===== src/rtl/tdm_pkg.sv =====
package tdm_pkg;

  localparam int IDX_W  = 8;
  localparam int SIZE_W = 2;
  localparam int LEN_W  = 2;

  // Number of bits a channel takes per frame: 1, 2, 4 or 8
  function automatic logic [IDX_W:0] len_bits(input logic [LEN_W-1:0] code);
    return (IDX_W+1)'(1) << code;
  endfunction

  // Index of the final bit of a frame: 63, 127, 191 or 255
  function automatic logic [IDX_W-1:0] last_index(input logic [SIZE_W-1:0] sz);
    return {sz, 6'h3F};
  endfunction

  // Bits to accumulate before a read register load
  function automatic int unsigned word_target(input logic byte_mode, input int unsigned word_w);
    return byte_mode ? (word_w / 2) : word_w;
  endfunction

  // True when idx lies in [start, start+len)
  function automatic logic in_window(input logic [IDX_W-1:0] idx,
                                     input logic [IDX_W-1:0] start,
                                     input logic [IDX_W:0]   len);
    logic [IDX_W:0] i_w;
    logic [IDX_W:0] s_w;
    i_w = {1'b0, idx};
    s_w = {1'b0, start};
    return (i_w >= s_w) && (i_w < (s_w + len));
  endfunction

endpackage


===== src/rtl/tdm_front.sv =====
module tdm_front #(
  parameter int SYNC_STAGES = 2
) (
  input  logic clk,
  input  logic rst,
  input  logic bclk_in,
  input  logic fsync_in,
  input  logic sdata_in,
  output logic bit_tick,
  output logic sync_rise,
  output logic bit_val
);

  localparam int S = (SYNC_STAGES < 2) ? 2 : SYNC_STAGES;

  logic [S-1:0] bclk_sr;
  logic [S-1:0] fsync_sr;
  logic [S-1:0] sdata_sr;
  logic         bclk_d;
  logic         fsync_d;

  always_ff @(posedge clk) begin
    if (rst) begin
      bclk_sr  <= '0;
      fsync_sr <= '0;
      sdata_sr <= '0;
      bclk_d   <= 1'b0;
      fsync_d  <= 1'b0;
    end else begin
      bclk_sr  <= {bclk_sr[S-2:0], bclk_in};
      fsync_sr <= {fsync_sr[S-2:0], fsync_in};
      sdata_sr <= {sdata_sr[S-2:0], sdata_in};
      bclk_d   <= bclk_sr[S-1];
      fsync_d  <= fsync_sr[S-1];
    end
  end

  assign bit_tick  = bclk_d & ~bclk_sr[S-1];
  assign sync_rise = ~fsync_d & fsync_sr[S-1];
  assign bit_val   = sdata_sr[S-1];

endmodule


===== src/rtl/tdm_bitcnt.sv =====
module tdm_bitcnt
  import tdm_pkg::*;
(
  input  logic              clk,
  input  logic              rst,
  input  logic              bit_tick,
  input  logic              sync_rise,
  input  logic [SIZE_W-1:0] cfg_frame_size,
  output logic              cap_en,
  output logic              start_take,
  output logic [IDX_W-1:0]  cur_idx,
  output logic              frame_valid
);

  logic             pending;
  logic [IDX_W-1:0] cnt_q;

  assign start_take = bit_tick & (pending | sync_rise);
  assign cap_en     = bit_tick & (start_take | frame_valid);

  always_comb begin
    if (start_take)
      cur_idx = '0;
    else if (cnt_q == last_index(cfg_frame_size))
      cur_idx = '0;
    else
      cur_idx = cnt_q + 1'b1;
  end

  always_ff @(posedge clk) begin
    if (rst) begin
      pending     <= 1'b0;
      frame_valid <= 1'b0;
      cnt_q       <= '0;
    end else begin
      if (bit_tick)
        pending <= 1'b0;
      else if (sync_rise)
        pending <= 1'b1;
      if (start_take)
        frame_valid <= 1'b1;
      if (cap_en)
        cnt_q <= cur_idx;
    end
  end

endmodule


===== src/rtl/tdm_lane.sv =====
module tdm_lane
  import tdm_pkg::*;
#(
  parameter int WORD_W = 16
) (
  input  logic              clk,
  input  logic              rst,
  input  logic              cap_en,
  input  logic [IDX_W-1:0]  cur_idx,
  input  logic [IDX_W-1:0]  start_pos,
  input  logic [LEN_W-1:0]  len_code,
  input  logic              byte_mode,
  input  logic              bit_val,
  output logic              qual,
  output logic [WORD_W-1:0] rd_word,
  output logic              load_pulse
);

  localparam int HALF_W = WORD_W / 2;
  localparam int GOT_W  = $clog2(WORD_W + 1);

  logic [WORD_W-1:0] shreg;
  logic [WORD_W-1:0] shift_nx;
  logic [GOT_W-1:0]  got;
  logic [GOT_W-1:0]  got_nx;
  logic [GOT_W-1:0]  tgt;
  logic              word_done;

  assign qual      = cap_en & in_window(cur_idx, start_pos, len_bits(len_code));
  assign shift_nx  = {shreg[WORD_W-2:0], bit_val};
  assign got_nx    = got + 1'b1;
  assign tgt       = GOT_W'(word_target(byte_mode, WORD_W));
  assign word_done = qual & (got_nx == tgt);

  always_ff @(posedge clk) begin
    if (rst) begin
      shreg      <= '0;
      got        <= '0;
      rd_word    <= '0;
      load_pulse <= 1'b0;
    end else begin
      load_pulse <= 1'b0;
      if (qual) begin
        shreg <= shift_nx;
        got   <= word_done ? '0 : got_nx;
      end
      if (word_done) begin
        load_pulse <= 1'b1;
        if (byte_mode)
          rd_word <= {{(WORD_W-HALF_W){1'b0}}, shift_nx[HALF_W-1:0]};
        else
          rd_word <= shift_nx;
      end
    end
  end

endmodule


===== src/rtl/tdm_demux.sv =====
module tdm_demux
  import tdm_pkg::*;
#(
  parameter int NUM_CH      = 16,
  parameter int WORD_W      = 16,
  parameter int SYNC_STAGES = 2
) (
  input  logic                     clk,
  input  logic                     rst,
  input  logic                     bclk_in,
  input  logic                     fsync_in,
  input  logic                     sdata_in,
  input  logic [SIZE_W-1:0]        cfg_frame_size,
  input  logic [NUM_CH*IDX_W-1:0]  cfg_start,
  input  logic [NUM_CH*LEN_W-1:0]  cfg_len_codes,
  input  logic                     cfg_byte_mode,
  output logic [NUM_CH*WORD_W-1:0] rd_data,
  output logic [NUM_CH-1:0]        rd_load,
  output logic                     frame_valid
);

  // Internal events brought out for the checker
  logic             bit_tick;
  logic             sync_rise;
  logic             bit_val;
  logic             cap_en;
  logic             start_take;
  logic [IDX_W-1:0] cur_idx;
  logic [NUM_CH-1:0] qual_vec;

  tdm_front #(.SYNC_STAGES(SYNC_STAGES)) u_front (
    .clk       (clk),
    .rst       (rst),
    .bclk_in   (bclk_in),
    .fsync_in  (fsync_in),
    .sdata_in  (sdata_in),
    .bit_tick  (bit_tick),
    .sync_rise (sync_rise),
    .bit_val   (bit_val)
  );

  tdm_bitcnt u_cnt (
    .clk            (clk),
    .rst            (rst),
    .bit_tick       (bit_tick),
    .sync_rise      (sync_rise),
    .cfg_frame_size (cfg_frame_size),
    .cap_en         (cap_en),
    .start_take     (start_take),
    .cur_idx        (cur_idx),
    .frame_valid    (frame_valid)
  );

  for (genvar c = 0; c < NUM_CH; c++) begin : g_lane
    tdm_lane #(.WORD_W(WORD_W)) u_lane (
      .clk        (clk),
      .rst        (rst),
      .cap_en     (cap_en),
      .cur_idx    (cur_idx),
      .start_pos  (cfg_start[c*IDX_W +: IDX_W]),
      .len_code   (cfg_len_codes[c*LEN_W +: LEN_W]),
      .byte_mode  (cfg_byte_mode),
      .bit_val    (bit_val),
      .qual       (qual_vec[c]),
      .rd_word    (rd_data[c*WORD_W +: WORD_W]),
      .load_pulse (rd_load[c])
    );
  end

endmodule


===== config.mk =====
export PLATFORM = sky130hd
export DESIGN_NAME = tdm_demux
export DESIGN_NICKNAME = d
export VERILOG_FILES = /design/src/rtl/tdm_pkg.sv /design/src/rtl/tdm_front.sv /design/src/rtl/tdm_bitcnt.sv /design/src/rtl/tdm_lane.sv /design/src/rtl/tdm_demux.sv
export SDC_FILE = /design/constraint.sdc
export NUM_CORES = 1
export LEC_CHECK = 0
export BUFFER_PORTS_ARGS = -buffer_cell sky130_fd_sc_hd__clkbuf_2
export CAP_MARGIN = 20
export CORE_MARGIN = 4
export CORE_UTILIZATION = 53
export CTS_CLUSTER_SIZE = 14
export DETAILED_ROUTE_END_ITERATION = 16
export PLACE_DENSITY_LB_ADDON = 0.1
export SYNTH_ARGS = -nofsm -noshare
export SYNTH_HDL_FRONTEND = slang
export SYNTH_SLANG_ARGS = --single-unit

===== constraint.sdc =====
create_clock -name clk -period 5.95 [get_ports clk]
set_input_delay 1.4875 -clock clk [delete_from_list [all_inputs] [get_ports clk]]
set_output_delay 1.4875 -clock clk [all_outputs]
set_load 0.005 [all_outputs]

### Word level (Yosys, flattened, before mapping)

Cells that the tools add are included.

* add/subtract/negate cells: 33
* $lt $le $gt $ge: 32
* equality and inequality tests: 17
* shifts and indexed selects: 16
* muxes and demuxes: 51
* bitwise logic cells: 40
* reductions and logical operators: 17

Operators by type and width (count)
* $mux 16: 16
* $add 8x9->9: 16
* $lt 8x9->1: 16
* $shl 1x2->9 const A: 16
* $ge 8x8->1: 16
* $mux 5: 17
* $add 5x1->5 const B: 16
* $eq 5x5->1: 16
* $and 1x1->1: 36
* $logic_and 1x1->1: 16
* $mux 1: 16
* $mux 8: 2
* $add 8x1->8 const B: 1
* $eq 8x8->1: 1
* $not 1->1: 2
* $or 1x1->1: 2
* $reduce_or 2->1: 1

* register bits after elaboration: 610
* bits of input ports: 168
* output and inout port bits: 273
* logic and storage cells: 278

### Logic depth before layout (Yosys ltp)

Gate-level depths: netlist of run 1.

* word-level depth: 10
* mapped depth: 17
* mapped depth without buffers: 15

### By module

Synthesis of run 1 repeated with hierarchy kept, for this count alone.

* cells, all modules: 3841
* area, all modules: 34023.9 um^2

By module, submodules not included
* tdm_lane: instances 16, cells an instance 234, area an instance 2072.0 um^2, seq. area each 740.7 um^2
* tdm_bitcnt: instances 1, cells an instance 79, area an instance 649.4 um^2, seq. area each 200.2 um^2
* tdm_front: instances 1, cells an instance 18, area an instance 222.7 um^2, seq. area each 160.2 um^2

### Worst setup path after synthesis of run 1

No wires, ideal clock.

* path type: input port to flip-flop
* from: in cfg_frame_size[1]
* to: reg g_lane[3].u_lane.shreg[0]
* setup time: 128 ps
* data arrival time: 5499 ps
* data required time: 5822 ps
* slack: 324 ps
* stages: 15
* path through: xor2_1 -> nor4_4 -> buf_6 -> or2_1 -> clkbuf_1 -> nor2_1 -> ha_1 -> and3_1 -> a221oi_1 -> o31a_1 -> a211o_1 -> buf_2 -> buf_2 -> mux2i_1 -> nor2_1

* longest elaborated chain between the ends: 6
* elaborated cells on any way between the ends: 7
* classes of those cells: order compare (2); eq/ne (1); mux (2); bitwise (1); reduce/logical (1)

RTL lines
* from (decl): RTL line tdm_demux.sv:13 `input logic [SIZE_W-1:0] cfg_frame_size,`
* $eq 8x8->1 *: RTL line tdm_bitcnt.sv:24 `else if (cnt_q == last_index(cfg_frame_size))`
* $mux 8 *: RTL line tdm_bitcnt.sv:24
* $mux 8 *: RTL line tdm_bitcnt.sv:22 `if (start_take)`
* named net cur_idx[6]: RTL line tdm_demux.sv:28 `logic [IDX_W-1:0] cur_idx;`
* $lt 8x9->1 / $ge 8x8->1 (equally long branches): RTL line tdm_pkg.sv:30 `return (i_w >= s_w) && (i_w < (s_w + len));`
* $logic_and 1x1->1 *: RTL line tdm_pkg.sv:30
* $and 1x1->1 *: RTL line tdm_lane.sv:29 `assign qual = cap_en & in_window(cur_idx, start_pos, len_bits(len_code));`
* to (signal assigned): RTL line tdm_lane.sv:44 `shreg <= shift_nx;`
* to (decl): RTL line tdm_lane.sv:22 `logic [WORD_W-1:0] shreg;`

The timed path passes the listed nets; every way through them passes the cells marked *.
A chain may end at the register's enable or synchronous reset.

### Final worst setup path of run 1

* from: in cfg_frame_size[1]
* to: reg g_lane[7].u_lane.shreg[7]

* longest elaborated chain between the ends: 6
* elaborated cells on any way between the ends: 7
* classes of those cells: order compare (2); eq/ne (1); mux (2); bitwise (1); reduce/logical (1)

RTL lines (RTL line)
* $eq 8x8->1 *: tdm_bitcnt.sv:24
* $mux 8 *: tdm_bitcnt.sv:24
* $mux 8 *: tdm_bitcnt.sv:22
* named net cur_idx[6]: tdm_demux.sv:28
* $lt 8x9->1 / $ge 8x8->1 (equally long branches): tdm_pkg.sv:30
* $logic_and 1x1->1 *: tdm_pkg.sv:30
* $and 1x1->1 *: tdm_lane.sv:29
* to (signal assigned): tdm_lane.sv:44
* to (decl): tdm_lane.sv:22

Marked as above.

==> results of run 1 <==
cell type report:
class	instances	share of cell area [%]
Sequential cell	610	30.93
Timing Repair Buffer	524	7.503
Clock inverter	25	0.9696
Clock buffer	96	4.927
Tap cell	846	2.681
Multi-Input combinational cell	2899	51.42
Inverter	162	1.546
Antenna cell	4	0.02535
path summary, 6_finish.rpt:
path / end / from / slack [ns] / cells past startpoint
worst max-delay path: g_lane[7].u_lane.shreg[7] / cfg_frame_size[1] / 1.14 / 14
worst min-delay path: u_front.sdata_sr[1] / u_front.sdata_sr[0] / 0.43 / 1
worst max register to register: g_lane[6].u_lane.rd_word[2] / u_front.bclk_d / 1.37 / 13
worst min register to register: u_front.sdata_sr[1] / u_front.sdata_sr[0] / 0.43 / 1
routing by layer:
metal | vias up | GRT usage [%] | wire (um)
met2 | 700 | 41.80 | 42800
met5 | - | 0 | 26
li1 | 14867 | - | -
met4 | 4 | 7.576 | 2564
met1 | 14083 | 36.10 | 44320
met3 | 134 | 5.650 | 5695
power by group:
part | leakage, nW | switching (W) | internal, W
Clock | 1.14 | 0.00180 | 0.00250
Combinational | 11.7 | 0.000415 | 0.000260
Sequential | 4.91 | 0.00000132 | 0.00409
Total | 17.7 | 0.00222 | 0.00685
registers in the layout, indices dropped and copies added, names as in the netlist:
register                  flops
u_cnt.cnt_q                   8
g_lane.u_lane.got            80
g_lane.u_lane.load_pulse     16
u_cnt.frame_valid             1
u_front.bclk_sr               2
u_front.sdata_sr              2
u_front.fsync_sr              2
u_front.bclk_d                1
u_cnt.pending                 1
g_lane.u_lane.shreg         240
g_lane.u_lane.rd_word       256
u_front.fsync_d               1
cell usage in the layout, fill, tap and decap left out, types with 47 or more instances in the layout:
cell         n
dfxtp_1    609
a21oi_1    440
clkbuf_2   439
ha_1       337
o21ai_0    307
nor2_1     301
nand3_1    266
mux2i_1    205
nand4_1    170
inv_1      161
xnor2_1    114
nand2_1    100
buf_4       71
nor2b_1     68
clkbuf_16   67
a21o_1      61
nand2b_1    52
xor2_1      47
logic make-up (layout without fill, tap and decap cells):
family,count (synthesis),count (layout)
adder cells (fa/ha/maj),353,353
buffers and inverters,448,807
multiplexers,208,208
XOR/XNOR,162,162
AO/OA/AOI/OAI,1040,1040
flip-flops,610,610
AND/OR/NAND/NOR,1136,1136
other,0,4
per-stage QoR:
stage,utilization [%],setup slack (ns)
3_3_place_gp,58.33,0.5719
5_1_grt,62.14,0.8596
6_report,62.15,1.141
3_5_place_dp,58.41,0.5203
4_1_cts,62.07,1.135
2_1_floorplan,-,0.3236
==> impl_metrics.tcl, run 1 <==
set metrics [dict create \
    cp_top_family "simple AND/OR/NAND/NOR gates" \
    htree_levels 3 \
    synth_most_common_cell "dfxtp_1" \
    synth_compound_area_share_pct 18.18 \
    syn-cell-area_mm2 0.03426 \
    synth_top_family_by_area "compound AO/OA/AOI/OAI gates" \
    ioPinCount 441 \
    synth_area_leaders "dfxtp_1 36%, ha_1 12%, a21oi_1 6.4%, mux2i_1 6.0%, o21ai_0 4.5%" \
    hp-class "reg -> reg" \
    die-area_mm2 0.06877 \
    synth-edff-count 0 \
    synth_ff_type "dfxtp_1" \
    max_slew_margin_pct 30.54 \
    synthMuxAreaShare_pct 6.089 \
    report.final.slew_viol_count 0 \
    ant_nets 0 \
    clock_skew_ns 0.04822 \
    dpl_cell_area_mm2 0.03711 \
    cp_cell_sequence "clkbuf_2 -> xor2_1 -> nor4_4 -> or2_1 -> nor2_4 -> buf_4 -> ha_1 -> and3_1 -> a221oi_1 -> o31a_1 -> a211o_1 -> buf_4 -> mux2i_1 -> nor2_1" \
    syn_nets 4478 \
    hold_viol 0 \
    seqCellArea_mm2 0.01221 \
    io_buffers 440 \
    postSynthAreaPerCell_um2 8.657 \
    nets 4785 \
    cts_num_sinks 610 \
    final_area_mm2 0.03949 \
    grt_overflow 0 \
    area.growth.synth_to_final_pct 15.27 \
    cts_setup_buffers 0 \
    grt_pass1_vias 28046 \
    cts_hold_buffers 0 \
    dp_cells 5037 \
    critPathLaunchType "input port" \
    grt_max_degree 136 \
    first_iter_violations 1946 \
    place_congestion 0.8827 \
    p_total_w 0.009068 \
    die_w_um 262.2 \
    power.leakage_nw 17.73 \
    cp.required_ns 6.44 \
    grt_pass1_wl_mm 151.5 \
    cts_inserted_buffers 67 \
    timing.final.crit_share_pct 80.83 \
    crit_top_cell "buf_4" \
    wl_per_cell_um 18.47 \
    cts.clk_slew.worst_paths_ns 0.06 \
    critical_path_buf_inv_count 3 \
    synthAdderAreaFrac_pct 13.24 \
    maxCapViolations 0 \
    dieHeight_um 262.2 \
    core_area_mm2 0.06354 \
    rsz0062_at_grt "no" \
    final-setup-viol-count 0 \
    antenna_found_initial 6 \
    arrival_ns 5.30 \
    syn_inst 3957 \
    multi_input_area_mm2 0.02031 \
    insertion_delay_ns 0.62 \
    whs_ns 0.4346 \
    endpoint_kind "flop" \
    vdd_drop_max_uv 191.4 \
    synth_top_cell_by_area "dfxtp_1" \
    ys_async_sr_fraction_pct 0 \
    drt-total-wl_mm 95.41 \
    start_util_pct 53.91 \
    tritoncts "built" \
    outcome "complete, no violations" \
    fin_tns_setup_ns 0 \
    vias 29788 \
    firstDrtPassIters 6 \
    yosysUniqueCellTypes 64 \
    cp_slowest_cell "nor2_4" \
    synthXorXnorAreaFrac_pct 4.164 \
    cts_resized 0 \
    max_freq_mhz 207.9 \
    drive_gt1_share_pct 16.15 \
    cts.path.max_buffers 3 \
    worst-slew-pin-transition_ns 1.042 \
    power_density_mw_per_mm2 229.6 \
    post-route-min-period_ns 4.809 \
    rows 92 \
    yosysTopAreaCellShare_pct 35.65 \
    critPathMaxStageDelay_ns 0.68 \
    fin_cells 5166 \
    synthTopCellsByCount "610 x dfxtp_1, 440 x a21oi_1, 337 x ha_1, 308 x nor2_1, 307 x o21ai_0" \
    drc_errors 0 \
    ys_seq_elements 610 \
    ys_seq_area_share_pct 35.65 \
    path_class "in -> reg" \
    clockRootBuffer "clkbuf_16" \
    hpwlAfterDp_mm 66.09 \
    crit_path_max_fanout 36 \
    yosysWarningCount 0 \
    fill_cells 5623 \
    synthSimpleGateAreaFrac_pct 17.13 \
    vias_per_cell 5.766 \
    track_usage_pct 26.26 \
]
(Power assumes the default switching activity.)
==> inputs of run 2 (changes only) <==
--- a/config.mk
+++ b/config.mk
@@ -5,10 +5,11 @@
 export SDC_FILE = /design/constraint.sdc
 export NUM_CORES = 1
 export LEC_CHECK = 0
+export ABC_AREA = 1
 export BUFFER_PORTS_ARGS = -buffer_cell sky130_fd_sc_hd__clkbuf_2
 export CAP_MARGIN = 20
 export CORE_MARGIN = 4
-export CORE_UTILIZATION = 53
+export CORE_UTILIZATION = 55
 export CTS_CLUSTER_SIZE = 14
 export DETAILED_ROUTE_END_ITERATION = 16
 export PLACE_DENSITY_LB_ADDON = 0.1
==> constraint.sdc (replaced) <==
create_clock -name clk -period 4.9 [get_ports clk]
set_input_delay 1.225 -clock clk [delete_from_list [all_inputs] [get_ports clk]]
set_output_delay 1.225 -clock clk [all_outputs]
set_load 0.005 [all_outputs]
==> run 2 against run 1 <==
  * Die area fell by 0.70%
  * Routed wire length shrank 3.8%
  * Critical path depth is 8 higher
  * Flip-flop and latch count is the same
  * First-iteration DRC count grew 6.1%
  * Register-to-register slack lost 0.28 ns
  * Synthesized area increased by 3.0%
  * Setup slack lost 0.27 ns
  * Sequential power is 21% higher
  * Non-clock buffer count decreased by 4
  * Power up 16%
  * Clock power up 8.4%
  * Critical endpoint is now g_lane[12].u_lane.shreg[9]
  * Largest cell class unchanged
  * Highest routed layer is now met4
==> impl_metrics.tcl, run 2 <==
set metrics [dict create \
    outcome "complete, no violations" \
    yosysWarningCount 0 \
    setup_ws_ns 0.8667 \
    first_iter_violations 2065 \
    syn_nets 5612 \
    p_clk_share_pct 44.3 \
    post-route-min-period_ns 4.033 \
    ant_nets 0 \
    p_int_w 0.008000 \
    endpoint_kind "flop" \
    final-setup-viol-count 0 \
    cts.clk_slew.worst_paths_ns 0.06 \
    ioPinCount 441 \
    rows 92 \
    maxCapViolations 0 \
    track_usage_pct 26.04 \
    worstSetupEndpoint "g_lane[12].u_lane.shreg[9]" \
    layout_commonest_cell "nand2_1" \
    syn-cell-area_mm2 0.03529 \
    vias 32594 \
    htree_levels 2 \
    cp.required_ns 5.35 \
    cts_inserted_buffers 59 \
    largest-register "g_lane.u_lane.rd_word" \
    hp-class "reg -> reg" \
    synthTopCellsByCount "1357 x nand2_1, 642 x inv_1, 610 x dfxtp_1, 500 x a21oi_1, 494 x nor2_1" \
    pre_cts_slack_ns 0.2684 \
    yosysUniqueCellTypes 40 \
    cts_num_sinks 610 \
    core_area_mm2 0.06331 \
    final_area_mm2 0.04010 \
    critPathLaunchType "input port" \
    cts_resized 0 \
    synth-edff-count 0 \
    cts_hold_buffers 0 \
    hpwlAfterDp_mm 65.93 \
    nets 5965 \
    crit_path_max_fanout 20 \
    grt_max_degree 163 \
    fill_cells 5962 \
    place_congestion 0.9037 \
    start_util_pct 55.75 \
    power.leakage_nw 19.38 \
    area.growth.synth_to_final_pct 13.63 \
    switchingPower_w 0.002539 \
    grt_pass1_wl_mm 148.6 \
    synth_top_cell_by_area "dfxtp_1" \
    firstDrtPassIters 5 \
    drc_errors 0 \
    top_regs "g_lane.u_lane.rd_word (256), g_lane.u_lane.shreg (240), g_lane.u_lane.got (80)" \
    synth_most_common_cell "nand2_1" \
    worst-slew-pin-transition_ns 1.019 \
    antenna_found_initial 0 \
    synth_ff_type "dfxtp_1" \
    hold_viol 0 \
    vdd_drop_max_uv 241.1 \
    rsz0062_at_grt "no" \
    final_core_util_pct 63.35 \
    fin_cells 6338 \
    synth_area_leaders "dfxtp_1 35%, nand2_1 14%, ha_1 12%, a21oi_1 7.1%, inv_1 6.8%" \
    switching_share_pct 24.09 \
    drt-total-wl_mm 91.81 \
    report.final.slew_viol_count 0 \
    sequentialPowerShare_pct 47.1 \
    reg2regPathDepth 21 \
    crit_start "cfg_frame_size[0]" \
    clock_skew_ns 0.02403 \
    dpl_cell_area_mm2 0.03812 \
    yosysTopAreaCellShare_pct 34.60 \
    reg2reg_to "g_lane[12].u_lane.shreg[9]" \
    max_freq_mhz 247.9 \
    wl_per_cell_um 14.49 \
    io_buffers 440 \
    cts.path.max_buffers 3 \
    r2r-start "u_front.fsync_d" \
    n_antenna_cell 0 \
    largest_register_ffs 256 \
    clockRootBuffer "clkbuf_16" \
    die_w_um 261.3 \
    final_cell_mix "1357 x nand2_1, 640 x inv_1, 609 x dfxtp_1" \
    pwr-share-comb_pct 8.6 \
    timing.final.crit_share_pct 82.31 \
    vias_per_cell 5.143 \
    drive_gt1_share_pct 12.49 \
    ys_seq_area_share_pct 34.60 \
    die-area_mm2 0.06829 \
    ys_async_sr_fraction_pct 0 \
    dieHeight_um 261.3 \
    cts_setup_buffers 0 \
    arrival_ns 4.48 \
    path_class "in -> reg" \
    insertion_delay_ns 0.61 \
    grt_overflow 0 \
    tritoncts "built" \
    ys_seq_elements 610 \
    hold_path_startpoint "u_front.bclk_sr[0]" \
    r2r_setup_slack_ns 1.09 \
    fin_tns_setup_ns 0 \
    grt_pass1_vias 30508 \
    max_slew_margin_pct 32.08 \
    postSynthAreaPerCell_um2 6.933 \
    syn_inst 5091 \
    dp_cells 6229 \
    power_density_mw_per_mm2 262.8 \
]
-- run 2: layout make-up --
type / instances / area, um^2 / area share [%]
clock buffer: 87 / 1742 / 4.343
clock inverter: 22 / 247.7 / 0.6177
inverter: 654 / 2465 / 6.146
multi-input combinational: 3599 / 19510 / 48.66
sequential: 610 / 12210 / 30.45
tap: 846 / 1059 / 2.639
timing repair buffer: 520 / 2865 / 7.144
-- run 2: how the worst min path moves through the flow --
stage / depth (start not counted) / endpoint
3_5_place_dp: 2 / u_front.bclk_sr[1]
2_1_floorplan: 2 / u_front.bclk_sr[1]
3_3_place_gp: 2 / u_front.bclk_sr[1]
5_1_grt: 2 / u_front.fsync_sr[1]
4_1_cts: 2 / u_front.bclk_sr[1]
6_report: 2 / u_front.bclk_sr[1]
-- run 2: logic make-up (layout without fill, tap and decap cells) --
logic type / after synthesis / after routing / share of synthesized area (%)
adder cells (fa/ha/maj): 353 / 353 / 12.85
AND/OR/NAND/NOR: 2500 / 2500 / 30.39
flip-flops: 610 / 610 / 34.60
AO/OA/AOI/OAI: 640 / 640 / 9.331
buffers and inverters: 882 / 1283 / 10.20
XOR/XNOR: 106 / 106 / 2.630
-- run 2: critical path: stages --
cell and delay [ns]:
clkbuf_2 0.10, inv_1 0.05, nand2_1 0.06, nand2_1 0.04, nand2_1 0.06, nor2_1 0.04, nor2_1 0.16, inv_1 0.14
or2_2 0.33, inv_1 0.09, buf_4 0.29, ha_1 0.31, a21oi_1 0.14, o21a_1 0.13, nand2_1 0.05, nor2_1 0.08
nor2_1 0.06, buf_4 0.20, nand2_2 0.19, clkinv_1 0.45, nand2_1 0.19, a21oi_1 0.08
-- run 2: per-stage QoR --
step                total power (W)  hold slack, ns
floorplan                  0.005702          0.3883
global placement           0.005961          0.3908
detailed placement         0.005976          0.3982
CTS                         0.01062          0.4072
global route                0.01096          0.4319
finish                      0.01054          0.4020
-- run 2: layer usage --
layer / track usage, % / wire [um] / vias to the layer above
met5: 0 / 0 / -
met4: 9.832 / 3584 / 0
met3: 3.810 / 4289 / 165
met2: 44.98 / 42750 / 615
met1: 33.07 / 41190 / 14727
li1: - / - / 17087
-- run 2: power groups by stage --
stage	registers [W]	clock network, W	logic (W)
after global routing	0.00496	0.00496	0.00104
after CTS	0.00496	0.00475	0.000906
final	0.00496	0.00467	0.000904
after global placement	0.00508	0	0.000886
after floorplan	0.00507	0	0.000627
after detailed placement	0.00508	0	0.000901
==> inputs of run 3 (changes only) <==
--- a/config.mk
+++ b/config.mk
@@ -5,11 +5,11 @@
 export SDC_FILE = /design/constraint.sdc
 export NUM_CORES = 1
 export LEC_CHECK = 0
-export ABC_AREA = 1
+export ABC_AREA = 0
 export BUFFER_PORTS_ARGS = -buffer_cell sky130_fd_sc_hd__clkbuf_2
 export CAP_MARGIN = 20
 export CORE_MARGIN = 4
-export CORE_UTILIZATION = 55
+export CORE_UTILIZATION = 53
 export CTS_CLUSTER_SIZE = 14
 export DETAILED_ROUTE_END_ITERATION = 16
 export PLACE_DENSITY_LB_ADDON = 0.1
==> constraint.sdc (replaced) <==
create_clock -name clk -period 3.5 [get_ports clk]
set_input_delay 0.875 -clock clk [delete_from_list [all_inputs] [get_ports clk]]
set_output_delay 0.875 -clock clk [all_outputs]
set_load 0.005 [all_outputs]
==> run 3 against run 2 <==
  * The run now ends with setup timing left
  * Count of clock-buffer cells in the layout rose by 7
  * Clock skew fell by 0.0017 ns
  * First-iteration DRC count rose by 30%
  * Largest power group is now clock
  * Register-to-register slack got worse by 1.2 ns
==> impl_metrics.tcl, run 3 (synthesized netlist as in run 1, its figures left out) <==
set metrics [dict create \
    outcome "complete, but fails checks" \
    failed_checks "setup timing" \
    grt_pass1_wl_mm 160.4 \
    report.final.slew_viol_count 0 \
    endpoint_kind "flop" \
    cts.clk_slew.worst_paths_ns 0.06 \
    hpwlAfterDp_mm 70.90 \
    whs_ns 0.4405 \
    cp.required_ns 3.98 \
    timing.final.crit_share_pct 102.5 \
    cts_inserted_buffers 67 \
    max_freq_mhz 278.7 \
    rsz0062_at_grt "yes" \
    worst-slew-pin-transition_ns 1.214 \
    vias_per_cell 5.850 \
    die_w_um 262.2 \
    cts_hold_buffers 0 \
    largest-register "g_lane.u_lane.rd_word" \
    start_util_pct 53.91 \
    htree_levels 3 \
    cts_num_sinks 610 \
    grt_pass1_vias 30175 \
    first_iter_violations 2676 \
    tritoncts "built" \
    final-setup-viol-count 32 \
    rows 92 \
    hold_viol 0 \
    area.growth.synth_to_final_pct 39.09 \
    cts.path.max_buffers 3 \
    vdd_drop_max_uv 406.8 \
    post-route-min-period_ns 3.589 \
    power_density_mw_per_mm2 333.2 \
    largest_register_ffs 256 \
    dieHeight_um 262.2 \
    layout_commonest_cell "dfxtp_1" \
    final_cell_mix "603 x dfxtp_1, 443 x buf_4, 416 x clkbuf_2" \
    wl_per_cell_um 20.03 \
    power.leakage_nw 21.35 \
    grt_overflow 0 \
    seqCellArea_mm2 0.01222 \
    vias 33338 \
    fin_tns_setup_ns -0.8642 \
    track_usage_pct 27.68 \
    clockRootBuffer "clkbuf_16" \
    ant_nets 0 \
    clock_skew_ns 0.02236 \
    multi_input_area_mm2 0.02255 \
    nets 5319 \
    firstDrtPassIters 6 \
    core_area_mm2 0.06354 \
    drive_gt1_share_pct 32.47 \
    top_regs "g_lane.u_lane.rd_word (256), g_lane.u_lane.shreg (240), g_lane.u_lane.got (80)" \
    max_slew_margin_pct 19.09 \
    arrival_ns 4.07 \
    drc_errors 0 \
    path_class "in -> reg" \
    ioPinCount 441 \
    insertion_delay_ns 0.61 \
    maxCapViolations 0 \
    crit_path_max_fanout 19 \
    setup_ws_ns -0.08853 \
    hp-class "reg -> reg" \
    io_buffers 440 \
    fill_cells 4666 \
    drt-total-wl_mm 114.2 \
    grt_max_degree 95 \
    critPathLaunchType "input port" \
    antenna_found_initial 3 \
    place_congestion 0.8898 \
    die-area_mm2 0.06877 \
]
==> run 3: cell types whose count changed in the layout (fill, tap and decap cells not counted), sizes merged, moves of 60 or more <==
cell,delta
a21oi,-60
buf,+517
inv,-482
mux2i,+205
nand2,-1280
nor2,-198
nor2b,+66
nor3,-63
o21ai,+211
xnor2,+96
==> run 3: per-stage QoR <==
step	util (%)	std cells	power, W	instance area, um^2	worst slack, ns
2_1_floorplan	-	3957	0.007892	34770	-0.6894
3_3_place_gp	63.74	5382	0.008496	40500	-0.9904
3_5_place_dp	63.81	5386	0.008519	40540	-1.037
4_1_cts	68.08	5524	0.01570	43260	-0.04990
5_1_grt	74.98	5698	0.01637	47640	-0.1499
6_report	74.99	5699	0.01588	47650	-0.08853
==> run 3: final cells by class <==
| type | instances | share of cell area [%] |
|---|---|---|
| inverter | 162 | 1.281 |
| clock inverter | 27 | 0.7169 |
| timing repair buffer | 1057 | 18.75 |
| antenna | 3 | 0.01576 |
| sequential | 610 | 25.65 |
| clock buffer | 94 | 4.028 |
| tap | 846 | 2.222 |
| multi-input combinational | 2900 | 47.34 |
==> run 3: critical path, stage by stage <==
cell	delay, ns
buf_8	0.10
nor2_4	0.09
ha_2	0.19
inv_2	0.04
fa_2	0.34
nand2b_4	0.16
a21oi_4	0.16
xnor2_2	0.13
ha_1	0.27
a41o_1	0.25
a21oi_2	0.19
o311ai_4	0.13
buf_4	0.16
a211o_4	0.35
bufbuf_16	0.32
mux2i_1	0.21
nor2_1	0.07
==> run 3: what timing repair did <==
action	4_1_cts	5_1_grt
pin swaps	26	205
resized for setup	59	559
setup endpoints to repair	305	570
cloned	3	55
setup buffers	14	113
==> run 3: path summary, 6_finish.rpt <==
kind	from	endpoint	slack [ns]	cells past startpoint
max	cfg_len_codes[6]	g_lane[3].u_lane.shreg[4]	-0.09	17
min reg2reg	u_front.sdata_sr[0]	u_front.sdata_sr[1]	0.44	1
max reg2reg	u_cnt.cnt_q[4]	g_lane[2].u_lane.shreg[6]	-0.08	17
min	u_front.sdata_sr[0]	u_front.sdata_sr[1]	0.44	1
==> run 3: layer usage <==
metal,wire length (um),track usage (%)
met4,3087,6.854
met1,48970,37.59
met3,7849,4.573
met5,13,0
met2,54230,46.22
==> run 3: power by group <==
part           switching (W)  total, W  internal (W)
clock                0.00302   0.00721       0.00419
combinational       0.000908   0.00171      0.000805
sequential         0.0000106   0.00696       0.00695
total                0.00393    0.0159        0.0119
